[src/rtl/rxf_pkg.sv]
package rxf_pkg;
  typedef struct packed {
    logic       push;
    logic       pop;
    logic       flush;
    logic       overwrite;
    logic [7:0] byteIn;
  } rxfStrobe_t;
endpackage

[src/rtl/rxf_data.sv]
module rxf_data
  import rxf_pkg::*;
#(
  parameter int DEPTH = 16,
  localparam int PW = $clog2(DEPTH),
  localparam int CW = $clog2(DEPTH + 1)
) (
  input  logic          clk,
  input  logic          rstN,
  input  rxfStrobe_t    stb,
  output logic [CW-1:0] count,
  output logic [7:0]    headByte
);
  logic [7:0]    mem [DEPTH];
  logic [PW-1:0] wrPtr, rdPtr;

  function automatic logic [PW-1:0] nextPtr(input logic [PW-1:0] p);
    return (p == PW'(DEPTH - 1)) ? '0 : p + 1'b1;
  endfunction

  always_ff @(posedge clk) begin
    if (!rstN || stb.flush) begin
      wrPtr <= '0;
      rdPtr <= '0;
      count <= '0;
    end else begin
      if (stb.push) wrPtr <= nextPtr(wrPtr);
      if (stb.pop)  rdPtr <= nextPtr(rdPtr);
      if (stb.push && !stb.pop)      count <= count + 1'b1;
      else if (stb.pop && !stb.push) count <= count - 1'b1;
    end
  end

  always_ff @(posedge clk) begin
    if (!stb.flush) begin
      if (stb.push)           mem[wrPtr] <= stb.byteIn;
      else if (stb.overwrite) mem[rdPtr] <= stb.byteIn;
    end
  end

  assign headByte = mem[rdPtr];
endmodule

[src/rtl/rxf_ctrl.sv]
module rxf_ctrl
  import rxf_pkg::*;
#(
  parameter int DEPTH = 16,
  localparam int CW = $clog2(DEPTH + 1),
  localparam int LVL0 = 1,
  localparam int LVL1 = DEPTH / 4,
  localparam int LVL2 = DEPTH / 2,
  localparam int LVL3 = DEPTH - 2
) (
  input  logic          clk,
  input  logic          rstN,
  input  logic          rxValid,
  input  logic [7:0]    rxData,
  input  logic          rxBreak,
  input  logic          charTick,
  input  logic          rdStrobe,
  input  logic          lsrRead,
  input  logic          fcrWr,
  input  logic [7:0]    fcrWdata,
  input  logic [CW-1:0] count,
  output rxfStrobe_t    stb,
  output logic          dataReady,
  output logic          overrun,
  output logic          breakFlag,
  output logic          trigReached,
  output logic          timeoutPending,
  output logic          fifoEnabled,
  output logic          txFifoReset
);
  logic [CW-1:0] trigLevel;
  logic [1:0]    tCnt;
  logic          armed;
  logic          unusedFcr;

  logic evt, enToggle, rxRst, hasData, lastOne, popOk, room, accept;
  logic pushOk, ovr, restart, expire;
  logic [CW-1:0] limit;

  assign unusedFcr = ^fcrWdata[5:3];
  assign evt       = rxValid | rxBreak;
  assign enToggle  = fcrWr & (fcrWdata[0] != fifoEnabled);
  assign rxRst     = fcrWr & (fcrWdata[1] | enToggle);
  assign hasData   = (count != '0);
  assign lastOne   = (count == CW'(1));
  assign popOk     = rdStrobe & hasData & !rxRst;
  assign limit     = fifoEnabled ? CW'(DEPTH) : CW'(1);
  assign room      = (count < limit) | popOk;
  assign accept    = evt & !rxRst;
  assign pushOk    = accept & room;
  assign ovr       = accept & !room;
  assign restart   = fifoEnabled & !rxRst & (accept | (popOk & !lastOne));
  assign expire    = armed & charTick & (tCnt == 2'd3);

  always_comb begin
    stb.push      = pushOk;
    stb.pop       = popOk;
    stb.flush     = rxRst;
    stb.overwrite = ovr & !fifoEnabled;
    stb.byteIn    = rxBreak ? 8'h00 : rxData;
  end

  assign trigReached = fifoEnabled ? (count >= trigLevel) : dataReady;

  always_ff @(posedge clk) begin
    if (!rstN) begin
      fifoEnabled <= 1'b0;
      trigLevel   <= CW'(LVL0);
      txFifoReset <= 1'b0;
    end else begin
      txFifoReset <= fcrWr & (fcrWdata[2] | enToggle);
      if (fcrWr) begin
        fifoEnabled <= fcrWdata[0];
        case (fcrWdata[7:6])
          2'b00:   trigLevel <= CW'(LVL0);
          2'b01:   trigLevel <= CW'(LVL1);
          2'b10:   trigLevel <= CW'(LVL2);
          default: trigLevel <= CW'(LVL3);
        endcase
      end
    end
  end

  always_ff @(posedge clk) begin
    if (!rstN) begin
      dataReady <= 1'b0;
      breakFlag <= 1'b0;
      overrun   <= 1'b0;
    end else begin
      if (rxRst)                   dataReady <= 1'b0;
      else if (accept)             dataReady <= 1'b1;
      else if (popOk && lastOne)   dataReady <= 1'b0;

      if (rxRst)                   breakFlag <= 1'b0;
      else if (rxBreak)            breakFlag <= 1'b1;
      else if (lsrRead)            breakFlag <= 1'b0;
      else if (popOk && lastOne)   breakFlag <= 1'b0;

      if (ovr)                     overrun <= 1'b1;
      else if (lsrRead)            overrun <= 1'b0;
    end
  end

  always_ff @(posedge clk) begin
    if (!rstN) begin
      armed          <= 1'b0;
      tCnt           <= 2'd0;
      timeoutPending <= 1'b0;
    end else begin
      if (rxRst || !fifoEnabled) begin
        armed <= 1'b0;
        tCnt  <= 2'd0;
      end else if (restart) begin
        armed <= 1'b1;
        tCnt  <= 2'd0;
      end else if (armed && charTick) begin
        if (tCnt == 2'd3) armed <= 1'b0;
        else              tCnt  <= tCnt + 2'd1;
      end

      if (rxRst || rdStrobe)                 timeoutPending <= 1'b0;
      else if (expire && !restart && hasData) timeoutPending <= 1'b1;
    end
  end
endmodule

[src/rtl/rx_fifo_trig.sv]
module rx_fifo_trig
  import rxf_pkg::*;
#(
  parameter int DEPTH = 16
) (
  input  logic                       clk,
  input  logic                       rstN,
  input  logic                       rxValid,
  input  logic [7:0]                 rxData,
  input  logic                       rxBreak,
  input  logic                       charTick,
  input  logic                       rdStrobe,
  input  logic                       lsrRead,
  input  logic                       fcrWr,
  input  logic [7:0]                 fcrWdata,
  output logic [7:0]                 rdData,
  output logic [$clog2(DEPTH+1)-1:0] count,
  output logic                       dataReady,
  output logic                       overrun,
  output logic                       breakFlag,
  output logic                       trigReached,
  output logic                       timeoutPending,
  output logic                       fifoEnabled,
  output logic                       txFifoReset
);
  rxfStrobe_t stb;
  logic [7:0] headByte;

  rxf_ctrl #(.DEPTH(DEPTH)) uCtrl (
    .clk(clk), .rstN(rstN), .rxValid(rxValid), .rxData(rxData),
    .rxBreak(rxBreak), .charTick(charTick), .rdStrobe(rdStrobe),
    .lsrRead(lsrRead), .fcrWr(fcrWr), .fcrWdata(fcrWdata), .count(count),
    .stb(stb), .dataReady(dataReady), .overrun(overrun),
    .breakFlag(breakFlag), .trigReached(trigReached),
    .timeoutPending(timeoutPending), .fifoEnabled(fifoEnabled),
    .txFifoReset(txFifoReset)
  );

  rxf_data #(.DEPTH(DEPTH)) uData (
    .clk(clk), .rstN(rstN), .stb(stb), .count(count), .headByte(headByte)
  );

  assign rdData = (count != '0) ? headByte : 8'h00;
endmodule

[config.mk]
export PLATFORM = sky130hd
export DESIGN_NAME = rx_fifo_trig
export DESIGN_NICKNAME = d
export VERILOG_FILES = /design/src/rtl/rxf_pkg.sv /design/src/rtl/rxf_data.sv /design/src/rtl/rxf_ctrl.sv /design/src/rtl/rx_fifo_trig.sv
export SDC_FILE = /design/constraint.sdc
export NUM_CORES = 1
export LEC_CHECK = 0
export BUFFER_PORTS_ARGS = -buffer_cell sky130_fd_sc_hd__buf_4
export CORE_AREA = 2 2 120 122
export CTS_BUF_LIST = sky130_fd_sc_hd__clkbuf_8 sky130_fd_sc_hd__clkbuf_16
export DETAILED_ROUTE_END_ITERATION = 6
export DIE_AREA = 0 0 122 124
export GPL_TIMING_DRIVEN = 0
export MAX_ROUTING_LAYER = met4
export PLACE_DENSITY = 0.76
export SLEW_MARGIN = 20
export SYNTH_ARGS = -nofsm -noshare
export SYNTH_HDL_FRONTEND = slang
export SYNTH_SLANG_ARGS = --single-unit
[constraint.sdc]
create_clock -name clk -period 3.9 [get_ports clk]
set_input_delay 0.585 -clock clk [delete_from_list [all_inputs] [get_ports clk]]
set_output_delay 0.585 -clock clk [all_outputs]
set_load 0.01 [all_outputs]
---- Word level (Yosys, flattened, before mapping) ----
Memories as Yosys holds them, arrays and structs flattened. A register that Yosys moved wholly into a read port is not among the register bits.
Cells that the tools add are included.
storage, ports and cells
  memories ................................ 1
  input port bits ......................... 24
  bits in writable memories ............... 128
  flip-flop bits (word level) ............. 27
cells by class
  equality and inequality tests ........... 7
  bitwise logic cells ..................... 21
  $lt $le $gt $ge ......................... 2
  reduce and logical (&&, ||, !) cells .... 32
  multiplexer cells ....................... 30
  $add $sub $neg .......................... 5
memory list
  name       words  width  read ports  clocked after Yosys merged registers in  wr ports  RTL line        source
  uData.mem  16     8      1           1                                        1         rxf_data.sv:14  logic [7:0] mem [DEPTH];
operator list
  cell                                                                 number
  8-bit two-way mux                                                    3
  4-bit two-way mux                                                    5
  1-bit two-way mux                                                    18
  5-bit two-way mux                                                    3
  1-bit AND                                                            14
  4-bit one-hot mux with 3 select lines                                1
  2-bit nonzero test                                                   5
  4-bit by 1-bit adder with 4-bit output (second input constant)       2
  4-bit == test (second input constant)                                2
  1-bit logical NOT                                                    8
  8-bit OR reduction                                                   1
  1-bit logical AND                                                    6
  2-bit OR reduction                                                   3
  5-bit by 1-bit adder with 5-bit output (second input constant)       1
  5-bit by 1-bit == test with 1-bit output (second input constant)     1
  5-bit >= comparator                                                  1
  5-bit < comparator                                                   1
  1-bit bitwise OR                                                     5
  5-bit nonzero test                                                   1
  5-bit by 1-bit subtractor with 5-bit output (second input constant)  1
  2-bit == test (second input constant)                                2
  2-bit AND reduction                                                  2
  1-bit logical OR                                                     3
  3-bit nonzero test                                                   1
  6 further kinds                                                      7

---- Depth between registers and ports, before layout ----
Gate-level depths: netlist of run 1.
  depth after elaboration ................. 16
  depth in mapped cells ................... 11
  gate-level depth less buffers ........... 11

---- Modules after synthesis ----
From an unflattened synthesis of run 1, not the netlist that was laid out.
unflattened totals
  cell total of the unflattened synthesis .. 422
  area, all modules ....................... 6731.5 um2
modules (own cells, without submodules)
  module        instances  cells an instance  sequential area each (um2)  area each (um2)
  rxf_data      1          316                4184.0                      5821.8
  rxf_ctrl      1          96                 260.2                       824.5
  rx_fifo_trig  1          10                 0.0                         85.1

---- Least setup slack after synthesis of run 1 ----
No wires, ideal clock.
  path type ............................... register -> register
  start ................................... register uData.count[0]
  end ..................................... register uData.count[4]
  cell stages (with the launch flop) ...... 11
  data arrival time ....................... 3.059 ns
  library setup time ...................... 0.128 ns
  setup slack ............................. 0.713 ns
  cells stage by stage .................... dfxtp_1 > inv_1 > ha_1 > or4b_4 > a221oi_1 > nor2_1 > ha_1 > or4b_2 > a21oi_1 > xnor2_1 > nor2_1
RTL lines
  item                    RTL line        source
  from (decl)             rxf_data.sv:11  output logic [CW-1:0] count,
  from (signal assigned)  rxf_data.sv:29  if (stb.push && !stb.pop) count <= count + 1'b1;
  from (signal assigned)  rxf_data.sv:30  else if (stb.pop && !stb.push) count <= count - 1'b1;

==> results.py, run 1 <==
metrics = {
    "status": {
        "outcome": "finished clean",
    },
    "clocking": {
        "cts_resized": 0,
        "clock-root-buffer": "clkbuf_16",
        "cts-buffers-inserted": 17,
        "insertion_delay_ns": 0.42,
        "cts.sinks": 158,
        "clockBufferDepth": 2,
        "postCtsHoldBufs": 0,
        "cts_tree": "yes",
        "postCtsSetupBuffers": 0,
        "htree_levels": 4,
        "clk_pin_slew_ns": 0.06,
    },
    "worst_setup_path": {
        "cp-end-kind": "register",
        "critPathLaunchType": "register",
        "cp.arrival_ns": 3.86,
        "critPathKind": "register to register",
        "path_max_fanout": 7,
        "required_ns": 4.18,
    },
    "timing": {
        "worst_pin_slew_ns": 1.10,
        "rsz0062_at_grt": "no",
        "slew-limit-headroom": 0.264,
        "tns_ns": 0,
        "min_period_over_period": 0.917,
        "fin_skew_ns": 0.0151,
        "hold-worst-slack_ns": 0.401,
        "hold_viol": 0,
        "setup_viol": 0,
        "maxSlewViolCount": 0,
        "layout_min_cycle_time_ns": 3.58,
        "fmax_mhz": 280,
    },
    "floorplanning": {
        "ios": 44,
        "dieArea_sq_um": 15100,
        "coreArea_sq_um": 13700,
        "dieWidth_um": 122,
        "start_util": 0.483,
        "dieHeight_um": 124,
        "rows": 43,
    },
    "detailed_routing": {
        "vias": 3815,
        "detail_route.vias_per_cell": 5.82,
        "totalWireLength_um": 14000,
        "wire_per_inst_um": 21.3,
        "drc_errors": 0,
        "dr.pass1.iters": 6,
        "dr.first_iter.drc_count": 416,
        "drtAntennaViolNets": 0,
    },
    "logic_synthesis": {
        "ys_warn_count": 0,
        "avgSynthCellArea_sq_um": 16.5,
        "yosys_register_bits": 158,
        "ys_async_sr_fraction": 0,
        "synth_nets": 439,
        "synth_edf_count": 128,
        "netlist_instances": 402,
        "synth_flop_cell": "edfxtp_1",
        "seq_area_frac_synth": 0.671,
        "ys_types": 45,
        "syn_area_sq_um": 6630,
    },
    "cells_and_area": {
        "final_cell_area_sq_um": 7800,
        "layout.nets": 499,
        "diodes": 0,
        "syn_to_final_growth_pct": 17.7,
        "final_core_util": 0.569,
        "drive_above_1_share": 0.265,
    },
    "pwr": {
        "p_seq_frac": 0.393,
        "cellPowerDensity_nw_per_um2": 667,
        "vdd_ir_drop_max_v": 0.000457,
        "swShare": 0.286,
        "intPower_mw": 3.71,
        "power_switching_mw": 1.49,
        "pwr-share-clk": 0.329,
        "power_leakage_nw": 2.61,
        "p_comb_frac": 0.278,
    },
    "place": {
        "place_hpwl_um": 9240,
        "placed_area_sq_um": 7170,
        "io_buffer_count": 40,
        "globalplace.congestion": 0.852,
    },
    "global_routing": {
        "track_usage": 0.207,
        "antenna_found_initial": 0,
        "grt_pass1_vias": 3955,
        "overflow": 0,
        "grt_pass1_wl_um": 21700,
        "grt_max_degree": 17,
    },
    "min_path": {
        "hold_class": "primary input to register",
    },
    "run": {
        "max_cap_viol_count": 0,
    },
}
## metrics by stage
| stage | power (mW) | setup slack (ns) | cells |
|---|---|---|---|
| 6_report | 5.20 | 0.323 | 655 |
| 4_1_cts | 5.24 | 0.300 | 655 |
| 3_5_place_dp | 3.52 | 0.329 | 623 |
| 2_1_floorplan | 3.03 | 0.713 | 402 |
| 3_3_place_gp | 3.45 | 0.350 | 622 |
| 5_1_grt | 5.44 | 0.0583 | 655 |
## power by group through the flow
| stage | Combinational (mW) | Clock (mW) | Sequential (mW) |
|---|---|---|---|
| floorplan | 0.969 | 0 | 2.06 |
| global placement | 1.39 | 0 | 2.07 |
| detailed placement | 1.44 | 0 | 2.08 |
| CTS | 1.46 | 1.73 | 2.04 |
| global route | 1.58 | 1.80 | 2.06 |
| finish | 1.45 | 1.71 | 2.04 |
## cells in the mapped netlist, types with 11 or more instances
master	n	area share
edfxtp_1	128	0.58
o21ai_0	11	0.0083
nand2_1	13	0.0074
dfxtp_1	30	0.091
ha_1	13	0.025
nor2_1	22	0.012
mux4_2	40	0.14
and2_1	14	0.013
a21oi_1	14	0.011
nor2b_1	12	0.011
## kinds of logic (layout without fill, tap and decap cells)
logic type / after synthesis / in the layout / share of synthesized area
AOI/OAI and AO/OA: 55 / 55 / 0.0536
xor gates and xnor gates: 9 / 9 / 0.0119
adders and majority gates: 13 / 13 / 0.0245
buffers and inverters: 24 / 97 / 0.0142
DFF: 158 / 158 / 0.671
muxes: 45 / 45 / 0.144
and+or+nand+nor: 98 / 98 / 0.0816
## area by class of cell
| cell class | instances | area (sq um) |
|---|---|---|
| repair buffers | 41 | 308 |
| flip-flops and latches | 158 | 4440 |
| plain buffers | 14 | 56.3 |
| fillers | 1042 | 5920 |
| inverters | 10 | 37.5 |
| multi-input cells | 220 | 2110 |
| clock buffers | 18 | 439 |
| clock inverters | 14 | 178 |
| well taps | 180 | 225 |
## worst max-delay path, cell delays in order (launching register included)
cell and delay [ns]:
dfxtp_1 0.39, inv_1 0.15, ha_1 0.16, or4b_4 0.47
a221oi_1 0.65, nor2_1 0.27, ha_1 0.36, or4b_2 0.62
a21oi_1 0.17, xnor2_1 0.14, nor2_1 0.06
## per-layer routing
metal / vias up / share of wire / track usage
met5: - / 0 / -
met4: 0 / 0.028 / 0.0848
met3: 33 / 0.052 / 0.0614
met2: 143 / 0.54 / 0.350
met1: 1930 / 0.38 / 0.231
li1: 1709 / - / -
## state kept, by name (all words and copies together), names as in the netlist, named ones only
register and flops:
uCtrl.fifoEnabled 1, uData.wrPtr 4, uCtrl.overrun 1, uCtrl.tCnt 2
uCtrl.armed 1, uCtrl.txFifoReset 1, uCtrl.breakFlag 1, uCtrl.timeoutPending 1
uData.count 5, uData.mem 128, uCtrl.dataReady 1, uCtrl.trigLevel 4
uData.rdPtr 4
## path summary, 6_finish.rpt
check | startpoint | endpoint | slack (ns) | cells after the start
worst max-delay path | uData.count[1] | uData.count[4] | 0.32 | 10
worst min-delay path | rstN | uCtrl.trigLevel[0] | 0.40 | 2
worst max register to register | uData.count[1] | uData.count[4] | 0.32 | 10
worst min register to register | uCtrl.timeoutPending | uCtrl.timeoutPending | 0.47 | 1
## placed cells by master, fill, tap and decap left out, drive strengths merged, types with 4 or more instances in the layout
master,n
o21ai,11
or4b,4
clkbuf,28
bufinv,4
dfxtp,30
o22ai,10
nor3,7
xor2,5
buf,45
ha,13
xnor2,4
inv,15
a21oi,14
nand4,5
nor2b,12
mux2i,5
nand2b,9
mux4,40
nand2,13
nor2,22
edfxtp,128
and2,14
Note: power is estimated with default switching activity, not from simulation.
==> inputs of run 2 (changes only) <==
--- a/config.mk
+++ b/config.mk
@@ -7,11 +7,11 @@
 export LEC_CHECK = 0
 export BUFFER_PORTS_ARGS = -buffer_cell sky130_fd_sc_hd__buf_4
-export CORE_AREA = 2 2 120 122
+export CORE_AREA = 2 2 117 119
 export CTS_BUF_LIST = sky130_fd_sc_hd__clkbuf_8 sky130_fd_sc_hd__clkbuf_16
 export DETAILED_ROUTE_END_ITERATION = 6
-export DIE_AREA = 0 0 122 124
+export DIE_AREA = 0 0 119 121
 export GPL_TIMING_DRIVEN = 0
 export MAX_ROUTING_LAYER = met4
-export PLACE_DENSITY = 0.76
+export PLACE_DENSITY = 0.78
 export SLEW_MARGIN = 20
 export SYNTH_ARGS = -nofsm -noshare
==> constraint.sdc (replaced) <==
create_clock -name clk -period 3.9 [get_ports clk]
set_input_delay 0.39 -clock clk [delete_from_list [all_inputs] [get_ports clk]]
set_output_delay 0.39 -clock clk [all_outputs]
set_load 0.01 [all_outputs]
==> run 2 against run 1 <==
Against the previous run:
- via count is 1.1% lower
- register-to-register slack hardly changed
- sequential power hardly changed
- critical path type unchanged
- largest power group unchanged
- design area is 0.72% lower
- largest cell class unchanged
- die area is 4.8% lower
==> results.py, run 2 (synthesized netlist as in run 1, its figures left out) <==
metrics = {
    "worst_setup_path": {
        "cp-end-kind": "register",
        "cpMaxStageDelayCell": "a221oi_1",
        "cp.arrival_ns": 3.87,
        "worstPathCellList": "inv_1, ha_1, or4b_4, a221oi_1, nor2_1, ha_1, or4b_2, a21oi_1, xnor2_1, nor2_1",
        "worst-path-buf-inv": 1,
        "critPathKind": "register to register",
        "critPathLaunchType": "register",
        "required_ns": 4.19,
        "crit_family": "simple AND/OR/NAND/NOR gates",
        "max_stage_delay_ns": 0.64,
        "path_max_fanout": 7,
    },
    "detailed_routing": {
        "dr.pass1.iters": 5,
        "totalWireLength_um": 13400,
        "drc_errors": 0,
        "wire_per_inst_um": 20.6,
        "vias": 3772,
        "drtAntennaViolNets": 0,
        "dr.first_iter.drc_count": 433,
        "detail_route.vias_per_cell": 5.79,
    },
    "cells_and_area": {
        "reg_top3": "uData.mem: 128 flops, uData.count: 5 flops",
        "nFillCells": 972,
        "drive_above_1_share": 0.257,
        "layout_common_cells": "edfxtp_1, mux4_2, buf_4",
        "syn_to_final_growth_pct": 16.9,
        "largest-register": "uData.mem",
        "layout_commonest_cell": "edfxtp_1",
        "largest_register_ffs": 128,
        "final_cell_area_sq_um": 7750,
        "layout.nets": 498,
    },
    "global_routing": {
        "antenna_found_initial": 0,
        "grt_pass1_wl_um": 21300,
        "overflow": 0,
        "grtUsageMet1": 0.235,
        "gr-usage-met2": 0.360,
        "grtUsageMet3": 0.0522,
        "grt_pass1_vias": 3982,
        "busiest_layer": "met2",
        "grt_max_degree": 17,
        "track_usage": 0.207,
    },
    "clocking": {
        "clk_pin_slew_ns": 0.06,
        "insertion_delay_ns": 0.42,
        "postCtsSetupBuffers": 0,
        "clock-root-buffer": "clkbuf_16",
        "htree_levels": 4,
        "cts.sinks": 158,
        "postCtsHoldBufs": 0,
        "clockBufferDepth": 2,
        "cts-buffers-inserted": 17,
        "cts_resized": 0,
        "cts_tree": "yes",
    },
    "pwr": {
        "cellPowerDensity_nw_per_um2": 657,
        "power_leakage_nw": 2.58,
        "vdd_ir_drop_max_v": 0.000413,
    },
    "floorplanning": {
        "start_util": 0.506,
        "dieWidth_um": 119,
        "coreArea_sq_um": 13100,
        "ios": 44,
        "dieArea_sq_um": 14400,
        "rows": 42,
        "dieHeight_um": 121,
    },
    "run": {
        "max_cap_viol_count": 0,
    },
    "timing": {
        "fin_skew_ns": 0.00849,
        "slew-limit-headroom": 0.281,
        "setup_viol": 0,
        "min_period_over_period": 0.918,
        "maxSlewViolCount": 0,
        "fmax_mhz": 279,
        "hold_viol": 0,
        "layout_min_cycle_time_ns": 3.58,
        "tns_ns": 0,
        "worst_pin_slew_ns": 1.08,
        "fin_ws_ns": 0.321,
        "rsz0062_at_grt": "no",
    },
    "min_path": {
        "hold_class": "primary input to register",
    },
    "status": {
        "outcome": "finished clean",
    },
    "place": {
        "globalplace.congestion": 0.903,
        "place_ws_ns": 0.327,
        "place_hpwl_um": 9100,
        "placed_area_sq_um": 7160,
        "io_buffer_count": 40,
    },
}
-- run 2: cell types whose count changed in the layout (fill, tap and decap cells not counted), sizes merged --
cell	before	now
clkbuf	28	27
diode	0	1
bufinv	4	3
clkinv	3	10
inv	15	11
clkinvlp	2	1
buf	45	44
-- run 2: path summary, 6_finish.rpt --
path                        start  cells after the start  slack, ns                    to
max                uData.count[0]                     10       0.32        uData.count[4]
min                          rstN                      2       0.20    uCtrl.trigLevel[0]
max reg2reg        uData.count[0]                     10       0.32        uData.count[4]
min reg2reg  uCtrl.timeoutPending                      1       0.48  uCtrl.timeoutPending
-- run 2: where the power goes --
group,total [mW],internal [mW],switching (mW)
logic,1.43,0.686,0.749
clock network,1.61,0.990,0.622
registers,2.04,1.95,0.0935
total,5.09,3.62,1.46
-- run 2: worst reg2reg max path: cells and delay by family, from the launching register on --
family | cells | cell delay [ns]
buffers and inverters | 1 | 0.16
AND/OR/NAND/NOR | 4 | 1.42
adder cells (fa/ha/maj) | 2 | 0.53
flip-flops | 1 | 0.38
XOR/XNOR | 1 | 0.13
AO/OA/AOI/OAI | 2 | 0.81
-- run 2: stage by stage --
step	total power, mW	cells	utilization	hold WS [ns]
finish	5.09	651	0.592	0.197
floorplan	3.03	402	-	0.452
CTS	5.11	650	0.592	0.181
detailed placement	3.51	618	0.547	0.461
global route	5.32	650	0.592	0.196
global placement	3.46	618	0.546	0.454
-- run 2: cell type report --
cell class,count,area (sq um),share of cell area
clock buffers,17,425,0.0549
diodes,1,2.50,0.000323
repair buffers,40,300,0.0388
clock inverters,15,154,0.0199
flip-flops and latches,158,4440,0.574
plain buffers,14,56.3,0.00727
multi-input cells,220,2110,0.272
well taps,176,220,0.0284
inverters,10,37.5,0.00485
-- run 2: metal layers --
layer  wire length (um)  vias up
met4                249        0
li1                   -     1717
met2               7190      109
met3                529       23
met1               5420     1923
met5                  0        -
